### config.mk
export PLATFORM = sky130hd
export DESIGN_NAME = cmd_line_tx
export DESIGN_NICKNAME = d
export VERILOG_FILES = /design/src/rtl/cmd_tx_pkg.sv /design/src/rtl/cmd_tx_fifo.sv /design/src/rtl/cmd_tx_shifter.sv /design/src/rtl/cmd_tx_ctrl.sv /design/src/rtl/cmd_line_tx.sv
export SDC_FILE = /design/constraint.sdc
export NUM_CORES = 1
export LEC_CHECK = 0
export ABC_AREA = 0
export ABC_CLOCK_PERIOD_IN_PS = 2750
export BUFFER_PORTS_ARGS = -buffer_cell sky130_fd_sc_hd__buf_2
export CORE_MARGIN = 4
export CORE_UTILIZATION = 50
export DETAILED_ROUTE_END_ITERATION = 10
export PLACE_DENSITY = 0.63
export SLEW_MARGIN = 20
export SYNTH_ARGS = -nofsm -noshare
export SYNTH_HDL_FRONTEND = slang
export SYNTH_SLANG_ARGS = --single-unit
export TNS_END_PERCENT = 5
### constraint.sdc
create_clock -name clk -period 2.75 [get_ports clk]
set_input_delay 0.6875 -clock clk [delete_from_list [all_inputs] [get_ports clk]]
set_output_delay 0.6875 -clock clk [all_outputs]
set_load 0.1 [all_outputs]
### src/rtl/cmd_tx_pkg.sv
package cmd_tx_pkg;
  localparam int BYTE_W    = 8;
  localparam int CMD_BYTES = 5;
  localparam int ARG_W     = (CMD_BYTES - 1) * BYTE_W;
  localparam int IDX_W     = 6;
  localparam int CRC_W     = 7;
  localparam int BODY_W    = 2 + IDX_W + ARG_W;
  localparam int FRAME_W   = BODY_W + CRC_W + 1;
  localparam logic [CRC_W-1:0] CRC_POLY = 7'h09;

  // one serial step of the CRC7 shift register
  function automatic logic [CRC_W-1:0] crc7_step(input logic [CRC_W-1:0] c,
                                                  input logic b);
    logic fb;
    logic [CRC_W-1:0] n;
    fb = c[CRC_W-1] ^ b;
    n  = {c[CRC_W-2:0], 1'b0};
    if (fb) n = n ^ CRC_POLY;
    return n;
  endfunction

  function automatic logic [CRC_W-1:0] crc7_body(input logic [BODY_W-1:0] m);
    logic [CRC_W-1:0] c;
    c = '0;
    for (int i = BODY_W - 1; i >= 0; i--) c = crc7_step(c, m[i]);
    return c;
  endfunction

  function automatic logic [FRAME_W-1:0] make_frame(input logic [BYTE_W-1:0] idx,
                                                     input logic [ARG_W-1:0] arg);
    logic [BODY_W-1:0] body;
    body = {2'b01, idx[IDX_W-1:0], arg};
    return {body, crc7_body(body), 1'b1};
  endfunction
endpackage

### src/rtl/cmd_tx_fifo.sv
module cmd_tx_fifo
  import cmd_tx_pkg::*;
#(
  parameter int DEPTH = CMD_BYTES,
  parameter int W     = BYTE_W
) (
  input  logic               clk,
  input  logic               rst_n,
  input  logic               wr_en,
  input  logic [W-1:0]       wr_data,
  input  logic               lock,
  input  logic               clr_ptr,
  output logic [DEPTH*W-1:0] bytes_out
);
  localparam int PTR_W = $clog2(DEPTH + 1);

  logic [PTR_W-1:0] wptr_q;
  logic [W-1:0]     slot_q [DEPTH];
  logic             accept;

  assign accept = wr_en && !lock && (wptr_q < PTR_W'(DEPTH));

  always_ff @(posedge clk or negedge rst_n) begin
    if (!rst_n)       wptr_q <= '0;
    else if (clr_ptr) wptr_q <= '0;
    else if (accept)  wptr_q <= wptr_q + 1'b1;
  end

  for (genvar g = 0; g < DEPTH; g++) begin : g_slot
    always_ff @(posedge clk or negedge rst_n) begin
      if (!rst_n)                                  slot_q[g] <= '0;
      else if (accept && wptr_q == PTR_W'(g))      slot_q[g] <= wr_data;
    end
    assign bytes_out[(DEPTH-1-g)*W +: W] = slot_q[g];
  end


  ptr_range_chk: assert property (@(posedge clk) disable iff (!rst_n)
    wptr_q <= PTR_W'(DEPTH));

  lock_hold_chk: assert property (@(posedge clk) disable iff (!rst_n)
    lock && !clr_ptr |=> $stable(wptr_q));
endmodule

### src/rtl/cmd_tx_shifter.sv
module cmd_tx_shifter
  import cmd_tx_pkg::*;
#(
  parameter int FW = FRAME_W
) (
  input  logic          clk,
  input  logic          rst_n,
  input  logic          load,
  input  logic          tick,
  input  logic [FW-1:0] frame,
  output logic          busy,
  output logic          done,
  output logic          line
);
  localparam int CNT_W = $clog2(FW);

  logic [FW-1:0]    sh_q;
  logic [CNT_W-1:0] cnt_q;
  logic             busy_q;

  assign done = busy_q && tick && (cnt_q == CNT_W'(FW - 1));
  assign busy = busy_q;
  assign line = busy_q ? sh_q[FW-1] : 1'b1;

  always_ff @(posedge clk or negedge rst_n) begin
    if (!rst_n) begin
      busy_q <= 1'b0;
      cnt_q  <= '0;
      sh_q   <= '1;
    end else if (load && !busy_q) begin
      busy_q <= 1'b1;
      cnt_q  <= '0;
      sh_q   <= frame;
    end else if (done) begin
      busy_q <= 1'b0;
      cnt_q  <= '0;
    end else if (busy_q && tick) begin
      cnt_q  <= cnt_q + 1'b1;
      sh_q   <= {sh_q[FW-2:0], 1'b1};
    end
  end


  start_bit_chk: assert property (@(posedge clk) disable iff (!rst_n)
    $rose(busy_q) |-> !line);

  hold_bit_chk: assert property (@(posedge clk) disable iff (!rst_n)
    busy_q && !tick && !done |=> $stable(line));

  idle_tick_chk: assert property (@(posedge clk) disable iff (!rst_n)
    !busy_q && !load |=> !busy_q && line);

  end_idle_chk: assert property (@(posedge clk) disable iff (!rst_n)
    done |=> !busy_q && line);
endmodule

### src/rtl/cmd_tx_ctrl.sv
module cmd_tx_ctrl (
  input  logic clk,
  input  logic rst_n,
  input  logic start_ctl,
  input  logic ptr_rst_ctl,
  input  logic flag_rd,
  input  logic irq_en,
  input  logic busy,
  input  logic done,
  output logic load_evt,
  output logic abort_evt,
  output logic lock,
  output logic eoc,
  output logic irq
);
  logic start_q, ptr_q, lock_q, eoc_q;

  assign load_evt  = start_q && !start_ctl && !busy && lock_q;
  assign abort_evt = ptr_q && !ptr_rst_ctl && !lock_q;
  assign lock      = lock_q;
  assign eoc       = eoc_q;
  assign irq       = eoc_q && irq_en;

  always_ff @(posedge clk or negedge rst_n) begin
    if (!rst_n) begin
      start_q <= 1'b0;
      ptr_q   <= 1'b0;
      lock_q  <= 1'b0;
      eoc_q   <= 1'b0;
    end else begin
      start_q <= start_ctl;
      ptr_q   <= ptr_rst_ctl;
      if (done)                   lock_q <= 1'b0;
      else if (start_ctl && !busy) lock_q <= 1'b1;
      if (done)         eoc_q <= 1'b1;
      else if (flag_rd) eoc_q <= 1'b0;
    end
  end


  busy_locked_chk: assert property (@(posedge clk) disable iff (!rst_n)
    busy |-> lock_q);

  end_flag_chk: assert property (@(posedge clk) disable iff (!rst_n)
    done |=> eoc_q && !lock_q);

  flag_clear_chk: assert property (@(posedge clk) disable iff (!rst_n)
    flag_rd && !done |=> !eoc_q);
endmodule

### src/rtl/cmd_line_tx.sv
module cmd_line_tx
  import cmd_tx_pkg::*;
(
  input  logic              clk,
  input  logic              rst_n,
  input  logic              bit_tick,
  input  logic              wr_en,
  input  logic [BYTE_W-1:0] wr_data,
  input  logic              start_ctl,
  input  logic              ptr_rst_ctl,
  input  logic              flag_rd,
  input  logic              irq_en,
  output logic              cmd_line,
  output logic              lock,
  output logic              eoc,
  output logic              irq
);
  logic [CMD_BYTES*BYTE_W-1:0] bytes_w;
  logic [FRAME_W-1:0]          frame_w;
  logic load_evt, abort_evt, done_evt, busy_w;

  assign frame_w = make_frame(bytes_w[ARG_W +: BYTE_W], bytes_w[ARG_W-1:0]);

  cmd_tx_ctrl i_ctrl (
    .clk(clk), .rst_n(rst_n), .start_ctl(start_ctl), .ptr_rst_ctl(ptr_rst_ctl),
    .flag_rd(flag_rd), .irq_en(irq_en), .busy(busy_w), .done(done_evt),
    .load_evt(load_evt), .abort_evt(abort_evt), .lock(lock), .eoc(eoc), .irq(irq)
  );

  cmd_tx_fifo #(.DEPTH(CMD_BYTES), .W(BYTE_W)) i_fifo (
    .clk(clk), .rst_n(rst_n), .wr_en(wr_en), .wr_data(wr_data), .lock(lock),
    .clr_ptr(abort_evt || done_evt), .bytes_out(bytes_w)
  );

  cmd_tx_shifter #(.FW(FRAME_W)) i_shift (
    .clk(clk), .rst_n(rst_n), .load(load_evt), .tick(bit_tick), .frame(frame_w),
    .busy(busy_w), .done(done_evt), .line(cmd_line)
  );
endmodule

==> results of run 1 <==
routing by layer:
layer | vias up | GRT usage, % | routed length, um
li1 | 1538 | - | -
met1 | 1603 | 27.2 | 4950
met2 | 45 | 33.6 | 5090
met5 | - | 0 | 0
met3 | 11 | 4.92 | 422
met4 | 0 | 5.95 | 127
logic make-up after synthesis:
kind of cell	after synthesis	share of synthesized area, %
AND/OR/NAND/NOR	127	10.6
flip-flops	99	51.3
XOR/XNOR	76	17.2
AO/OA/AOI/OAI	65	8.33
multiplexers	39	8.86
buffers and inverters	28	2.18
adder cells (fa/ha/maj)	6	1.52
power by group through the flow:
stage          Clock [uW]  Sequential (uW)  Combinational (uW)
6_report             1050             2410                2590
5_1_grt              1140             2470                2870
4_1_cts              1080             2410                2610
3_5_place_dp            0             2430                2610
3_3_place_gp            0             2420                2550
2_1_floorplan           0             2330                2240
stage by stage:
stage | cell area (um^2) | cells | utilization [%] | power [uW]
after global placement | 5220 | 581 | 53.9 | 4970
final | 5450 | 597 | 56.2 | 6050
after CTS | 5450 | 597 | 56.2 | 6100
after floorplan | 4940 | 440 | - | 4570
after detailed placement | 5220 | 581 | 53.9 | 5030
after global routing | 5450 | 597 | 56.2 | 6470
layout make-up:
cell class | instances | area share, %
multi-input combinational | 313 | 42.2
inverter | 5 | 0.345
clock inverter | 6 | 1.59
sequential | 99 | 46.6
timing repair buffer | 31 | 3.68
clock buffer | 10 | 2.53
tap | 133 | 3.06
cells in the mapped netlist (4+ instances only):
library cell   n
a21oi_1        6
a22oi_1       18
and2_1         5
and3_1         4
clkbuf_1      21
dfrtp_1       52
dfstp_2       47
ha_1           6
inv_1          5
mux2_2        38
nand2_1       47
nor2_1        60
o21ai_0        8
o21ai_1        4
o22ai_1       25
xnor2_1       43
xnor2_2        4
xnor3_1        6
xor2_1        18
worst min path at each step:
stage	to	slack, ns	depth (start not counted)
finish	i_fifo.wptr_q[2]	0.29	1
floorplan	i_ctrl.eoc	0.39	0
detailed placement	i_shift.sh_q[46]	0.45	2
CTS	i_fifo.wptr_q[2]	0.30	1
global route	i_fifo.wptr_q[2]	0.32	1
global placement	i_shift.sh_q[46]	0.44	2
state kept, by name, indices dropped and copies added (netlist names):
name / count
i_ctrl.eoc: 1
i_ctrl.lock: 1
i_ctrl.ptr_q: 1
i_ctrl.start_q: 1
i_fifo.bytes_out: 38
i_fifo.wptr_q: 3
i_shift.busy: 1
i_shift.cnt_q: 6
i_shift.sh_q: 47
==> run_results.csv, run 1 <==
group,metric,value,unit
status,status,"finished clean",
detailed_routing,viasPerCell,5.36,
setup_path,cp.required,3.07,ns
timing,relSlewSlack,61.3,%
final_layout,syn_to_final_growth,10.1,%
synth,netlist.area_leader.share,26.3,%
setup_path,crit_start,"i_fifo.bytes_out[33]",
detailed_routing,ant_nets,0,
grt,grt_pass1_wl,17800,um
final_layout,nets,481,
synth,synthArstFlopShare,100,%
pwr,powerDensity,1110,mW/mm^2
timing,slew_viol_final,0,
final_layout,antenna_cells,0,
setup_path,ff2ff_path_depth,6,
synth,synth_nets,462,
pwr,leakage,0.00248,uW
clocking,hold_buffers,0,
clocking,clk_pin_slew,0.10,ns
pwr,clockPowerShare,17.4,%
floorplanning,die-area,0.0115,mm^2
grt,grt.total_usage,20.5,%
setup_path,worst_setup_path_end_kind,"register",
detailed_routing,drc,0,
detailed_routing,wirelength,10600,um
timing,finalSetupViolCount,0,
clocking,htree_levels,3,
clocking,worstSkewPairLatency,0.39,ns
floorplanning,die_height,107,um
placed_design,hpwl,7500,um
clocking,cts_sinks,99,
pwr,cellInternalPower,4000,uW
synth,ys_top_cells_by_area,"dfrtp_1, dfstp_2, mux2_2",
timing,tightest_slew,0.580,ns
floorplanning,die_w,107,um
pwr,swShare,34.0,%
final_layout,n_fill_cell,844,
setup_path,critPathCapture,"i_shift.sh_q[1]",
placed_design,port_buffers,19,
detailed_routing,drt_pass1_iterations,4,
placed_design,gp_congestion,0.859,
setup_path,r2r-end,"i_shift.sh_q[1]",
grt,grt_max_degree,44,
setup_path,crit_slowest_cell,"xor3_2",
pwr,p_comb_share,42.8,%
clocking,cts-root-buf,"clkbuf_8",
setup_path,crit_top_cell,"xnor3_2",
synth,synth.distinct_cells,35,
timing,rsz0062_at_grt,"false",
detailed_routing,drtIter0Drc,150,
run,maxCapViolCount,0,
grt,grt-ovfl-total,0,
synth,syn_area_per_cell,11.2,um^2
floorplanning,ios,20,
setup_path,cpLargestDelayFamily,"XOR/XNOR gates",
setup_path,crit_cells,6,
timing,layout_min_cycle_time,2.44,ns
synth,synth_top_flop_cell,"dfrtp_1",
timing,timing.final.ws_setup,0.305,ns
pwr,vdd_drop_max,0.515,mV
setup_path,arrival,2.77,ns
floorplanning,core-area,0.00968,mm^2
synth,ys_seq_area_share,51.3,%
clocking,ctsResizeCount,0,
final_layout,drive_gt1_share,30.4,%
clocking,post_cts_buffers,0,
timing,fin_crit_sh,88.9,%
final_layout,multi_input_area,0.00230,mm^2
timing,hold_violations,0,
timing,holdWs,0.292,ns
detailed_routing,wl_per_cell,17.7,um
final_layout,final_cell_mix,"nor2_1, dfrtp_1, nand2_1, dfstp_2, xnor2_1",
synth,synth_edf_count,0,
setup_path,cp-start-kind,"register",
hold_path,min_path_type,"primary input to asynchronous set/reset pin",
floorplanning,row_count,36,
timing,clock_skew,0.0114,ns
clocking,clock_path_buffers,2,
setup_path,cp_max_fo,4,
setup_path,path_buf_inv,0,
synth,ys.warnings.count,0,
setup_path,reg2reg_from,"i_fifo.bytes_out[33]",
placed_design,place_ws,0.328,ns
final_layout,final_common_cell,"nor2_1",
floorplanning,start_util,51.0,%
synth,synth_top_area_cell,"dfrtp_1",
setup_path,critPathMaxStageDelay,0.52,ns
clocking,cts_tree,"built",
synth,netlist_area,0.00494,mm^2
detailed_routing,num_vias,3197,
clocking,cts_buffers,9,
setup_path,path_class,"register to register",
synth,syn_inst,440,
grt,grt_pass1_vias,3335,
pwr,pwr-share-seq,39.8,%
setup_path,crit_chain,"xnor3_2 -> xor2_4 -> xor3_2 -> xnor3_2 -> xor2_1 -> a21oi_1",
final_layout,regArea,0.00254,mm^2
synth,synth_seq_cells,99,
timing,fmax,409,MHz
timing,setup_tns,0,ns
pwr,p_sw,2060,uW
grt,antenna_found_initial,0,
setup_path,ff2ff_setup_slack,0.31,ns
Power figures use the tool's default switching activity.
==> run 2: changes to the inputs <==
--- a/config.mk
+++ b/config.mk
@@ -6,7 +6,7 @@
 export NUM_CORES = 1
 export LEC_CHECK = 0
 export ABC_AREA = 0
-export ABC_CLOCK_PERIOD_IN_PS = 2750
+export ABC_CLOCK_PERIOD_IN_PS = 2500
 export BUFFER_PORTS_ARGS = -buffer_cell sky130_fd_sc_hd__buf_2
 export CORE_MARGIN = 4
 export CORE_UTILIZATION = 50
==> constraint.sdc (replaced) <==
create_clock -name clk -period 2.5 [get_ports clk]
set_input_delay 0.625 -clock clk [delete_from_list [all_inputs] [get_ports clk]]
set_output_delay 0.625 -clock clk [all_outputs]
set_load 0.1 [all_outputs]
==> run 2 against run 1 <==
Against the previous run:
- largest cell class unchanged
- wire length fell by 3.7%
- combinational power rose by 12%
- largest power group unchanged
- sequential power rose by 9.1%
- clock skew barely moved
- utilization rose by 0.48 points
- register-to-register slack got worse by 0.15 ns
- highest routed layer unchanged
- first-iteration DRC count did not move
- hold slack got worse by 0.15 ns
- worst setup slack got worse by 0.15 ns
- via count fell by 0.94%
- die area did not move
==> run_results.csv, run 2 (synthesis gave the netlist of run 1 again) <==
group,metric,value,unit
status,status,"finished clean",
clocking,cts_tree,"built",
pwr,clockPowerShare,17.5,%
grt,grt-ovfl-total,0,
setup_path,path_buf_inv,0,
placed_design,gp_congestion,0.862,
timing,finalSetupViolCount,0,
clocking,hold_buffers,0,
grt,grt_pass1_wl,17300,um
placed_design,hpwl,7420,um
final_layout,final_cell_mix,"nor2_1, dfrtp_1, nand2_1, dfstp_2, xnor2_1",
detailed_routing,drc,0,
floorplanning,core-area,0.00968,mm^2
final_layout,nets,486,
setup_path,crit_start,"i_fifo.bytes_out[31]",
floorplanning,die_height,107,um
final_layout,top_register,"i_shift.sh_q",
floorplanning,die-area,0.0115,mm^2
detailed_routing,ant_nets,0,
pwr,vdd_drop_max,0.579,mV
setup_path,path_class,"register to register",
detailed_routing,wirelength,10200,um
timing,hold_violations,0,
clocking,ctsResizeCount,0,
timing,setup_tns,0,ns
clocking,clk_pin_slew,0.09,ns
setup_path,ff2ff_path_depth,6,
floorplanning,start_util,51.0,%
final_layout,syn_to_final_growth,11.1,%
clocking,worstSkewPairLatency,0.38,ns
grt,antenna_found_initial,0,
timing,rsz0062_at_grt,"false",
setup_path,worst_setup_path_end_kind,"register",
pwr,p_sw,2240,uW
setup_path,ff2ff_setup_slack,0.16,ns
timing,fin_crit_sh,93.7,%
grt,grt_pass1_vias,3307,
setup_path,cpLargestDelayFamily,"XOR/XNOR gates",
setup_path,arrival,2.66,ns
detailed_routing,viasPerCell,5.26,
pwr,pwr-share-seq,39.3,%
timing,tightest_slew,0.499,ns
final_layout,final_common_cell,"nor2_1",
detailed_routing,drt_pass1_iterations,4,
pwr,cellInternalPower,4440,uW
final_layout,fin_area,0.00549,mm^2
grt,grt_max_degree,40,
timing,slew_viol_final,0,
clocking,htree_levels,3,
setup_path,r2r-end,"i_shift.sh_q[1]",
setup_path,critPathCapture,"i_shift.sh_q[1]",
setup_path,crit_slowest_cell,"xor3_2",
clocking,cts_sinks,99,
grt,grt.total_usage,19.9,%
floorplanning,die_w,107,um
detailed_routing,drtIter0Drc,150,
detailed_routing,wl_per_cell,16.9,um
floorplanning,ios,20,
setup_path,cp-start-kind,"register",
floorplanning,row_count,36,
timing,fmax,427,MHz
timing,clock_skew,0.0114,ns
final_layout,largest_reg_flops,47,
setup_path,cp_max_fo,3,
setup_path,crit_chain,"xnor3_1 -> xor2_2 -> xor3_2 -> xnor3_2 -> xor2_1 -> a21oi_1",
detailed_routing,num_vias,3167,
setup_path,reg2reg_from,"i_fifo.bytes_out[31]",
setup_path,cp.required,2.82,ns
final_layout,antenna_cells,0,
timing,relSlewSlack,66.7,%
clocking,cts-root-buf,"clkbuf_8",
placed_design,dpl_cell_area,0.00525,mm^2
pwr,swShare,33.5,%
setup_path,crit_cells,6,
run,maxCapViolCount,0,
timing,layout_min_cycle_time,2.34,ns
final_layout,finish.utilization,56.7,%
clocking,cts_buffers,9,
clocking,clock_path_buffers,2,
setup_path,critPathMaxStageDelay,0.50,ns
pwr,p_comb_share,43.2,%
placed_design,port_buffers,19,
hold_path,min_path_type,"primary input to asynchronous set/reset pin",
final_layout,drive_gt1_share,31.1,%
pwr,leakage,0.00250,uW
pwr,powerDensity,1220,mW/mm^2
[run 2: changes by cell type in the layout (fill, tap and decap cells not counted), sizes merged]
cell / change
clkinvlp: +1
buf: +5
inv: +1
clkinv: -2
[run 2: worst reg2reg max path, stage by stage, from the launching register on]
cell	delay (ns)
dfrtp_1	0.42
xnor3_1	0.46
xor2_2	0.17
xor3_2	0.50
xnor3_2	0.43
xor2_1	0.15
a21oi_1	0.15
[run 2: per-stage QoR]
| step | hold slack [ns] | std cells | setup slack, ns | total power, uW |
|---|---|---|---|---|
| after floorplan | 0.329 | 440 | 0.0982 | 5030 |
| after global placement | 0.441 | 585 | 0.0898 | 5470 |
| after detailed placement | 0.446 | 585 | 0.0623 | 5560 |
| after CTS | 0.131 | 601 | 0.0256 | 6750 |
| after global routing | 0.137 | 602 | 0.00526 | 7160 |
| final | 0.144 | 602 | 0.157 | 6680 |
[run 2: power groups by stage]
stage | Sequential [uW] | Combinational, uW | Clock, uW
floorplan | 2560 | 2470 | 0
global placement | 2640 | 2830 | 0
detailed placement | 2660 | 2900 | 0
CTS | 2630 | 2910 | 1210
global route | 2690 | 3190 | 1280
finish | 2630 | 2890 | 1170
[run 2: worst min path at each step]
stage	slack [ns]	end	depth (start not counted)	start
after floorplan	0.33	i_ctrl.eoc	0	rst_n
after global placement	0.44	i_shift.sh_q[47]	2	i_shift.sh_q[46]
after detailed placement	0.45	i_shift.sh_q[47]	2	i_shift.sh_q[46]
after CTS	0.13	i_fifo.bytes_out[19]	1	rst_n
after global routing	0.14	i_fifo.bytes_out[16]	1	rst_n
final	0.14	i_fifo.bytes_out[3]	1	rst_n
[run 2: per-layer routing]
layer | track usage, % | routed length [um] | vias to the layer above
met5 | 0 | 0 | -
met4 | 6.13 | 169 | 0
met1 | 26.0 | 4590 | 1549
met3 | 5.70 | 436 | 12
met2 | 32.1 | 5000 | 67
li1 | - | - | 1539
[run 2: cell type report]
cell class / instances / area (um^2)
tap: 133 / 166
clock inverter: 6 / 95.1
inverter: 5 / 18.8
timing repair buffer: 36 / 238
sequential: 99 / 2540
clock buffer: 10 / 138
fill: 848 / 4190
multi-input combinational: 313 / 2300
[run 2: timing repair]
item / 4_1_cts / 5_1_grt
setup endpoints to repair: 0 / 4
endpoints found under the hold margin: 0 / 0
setup buffers: 0 / 1
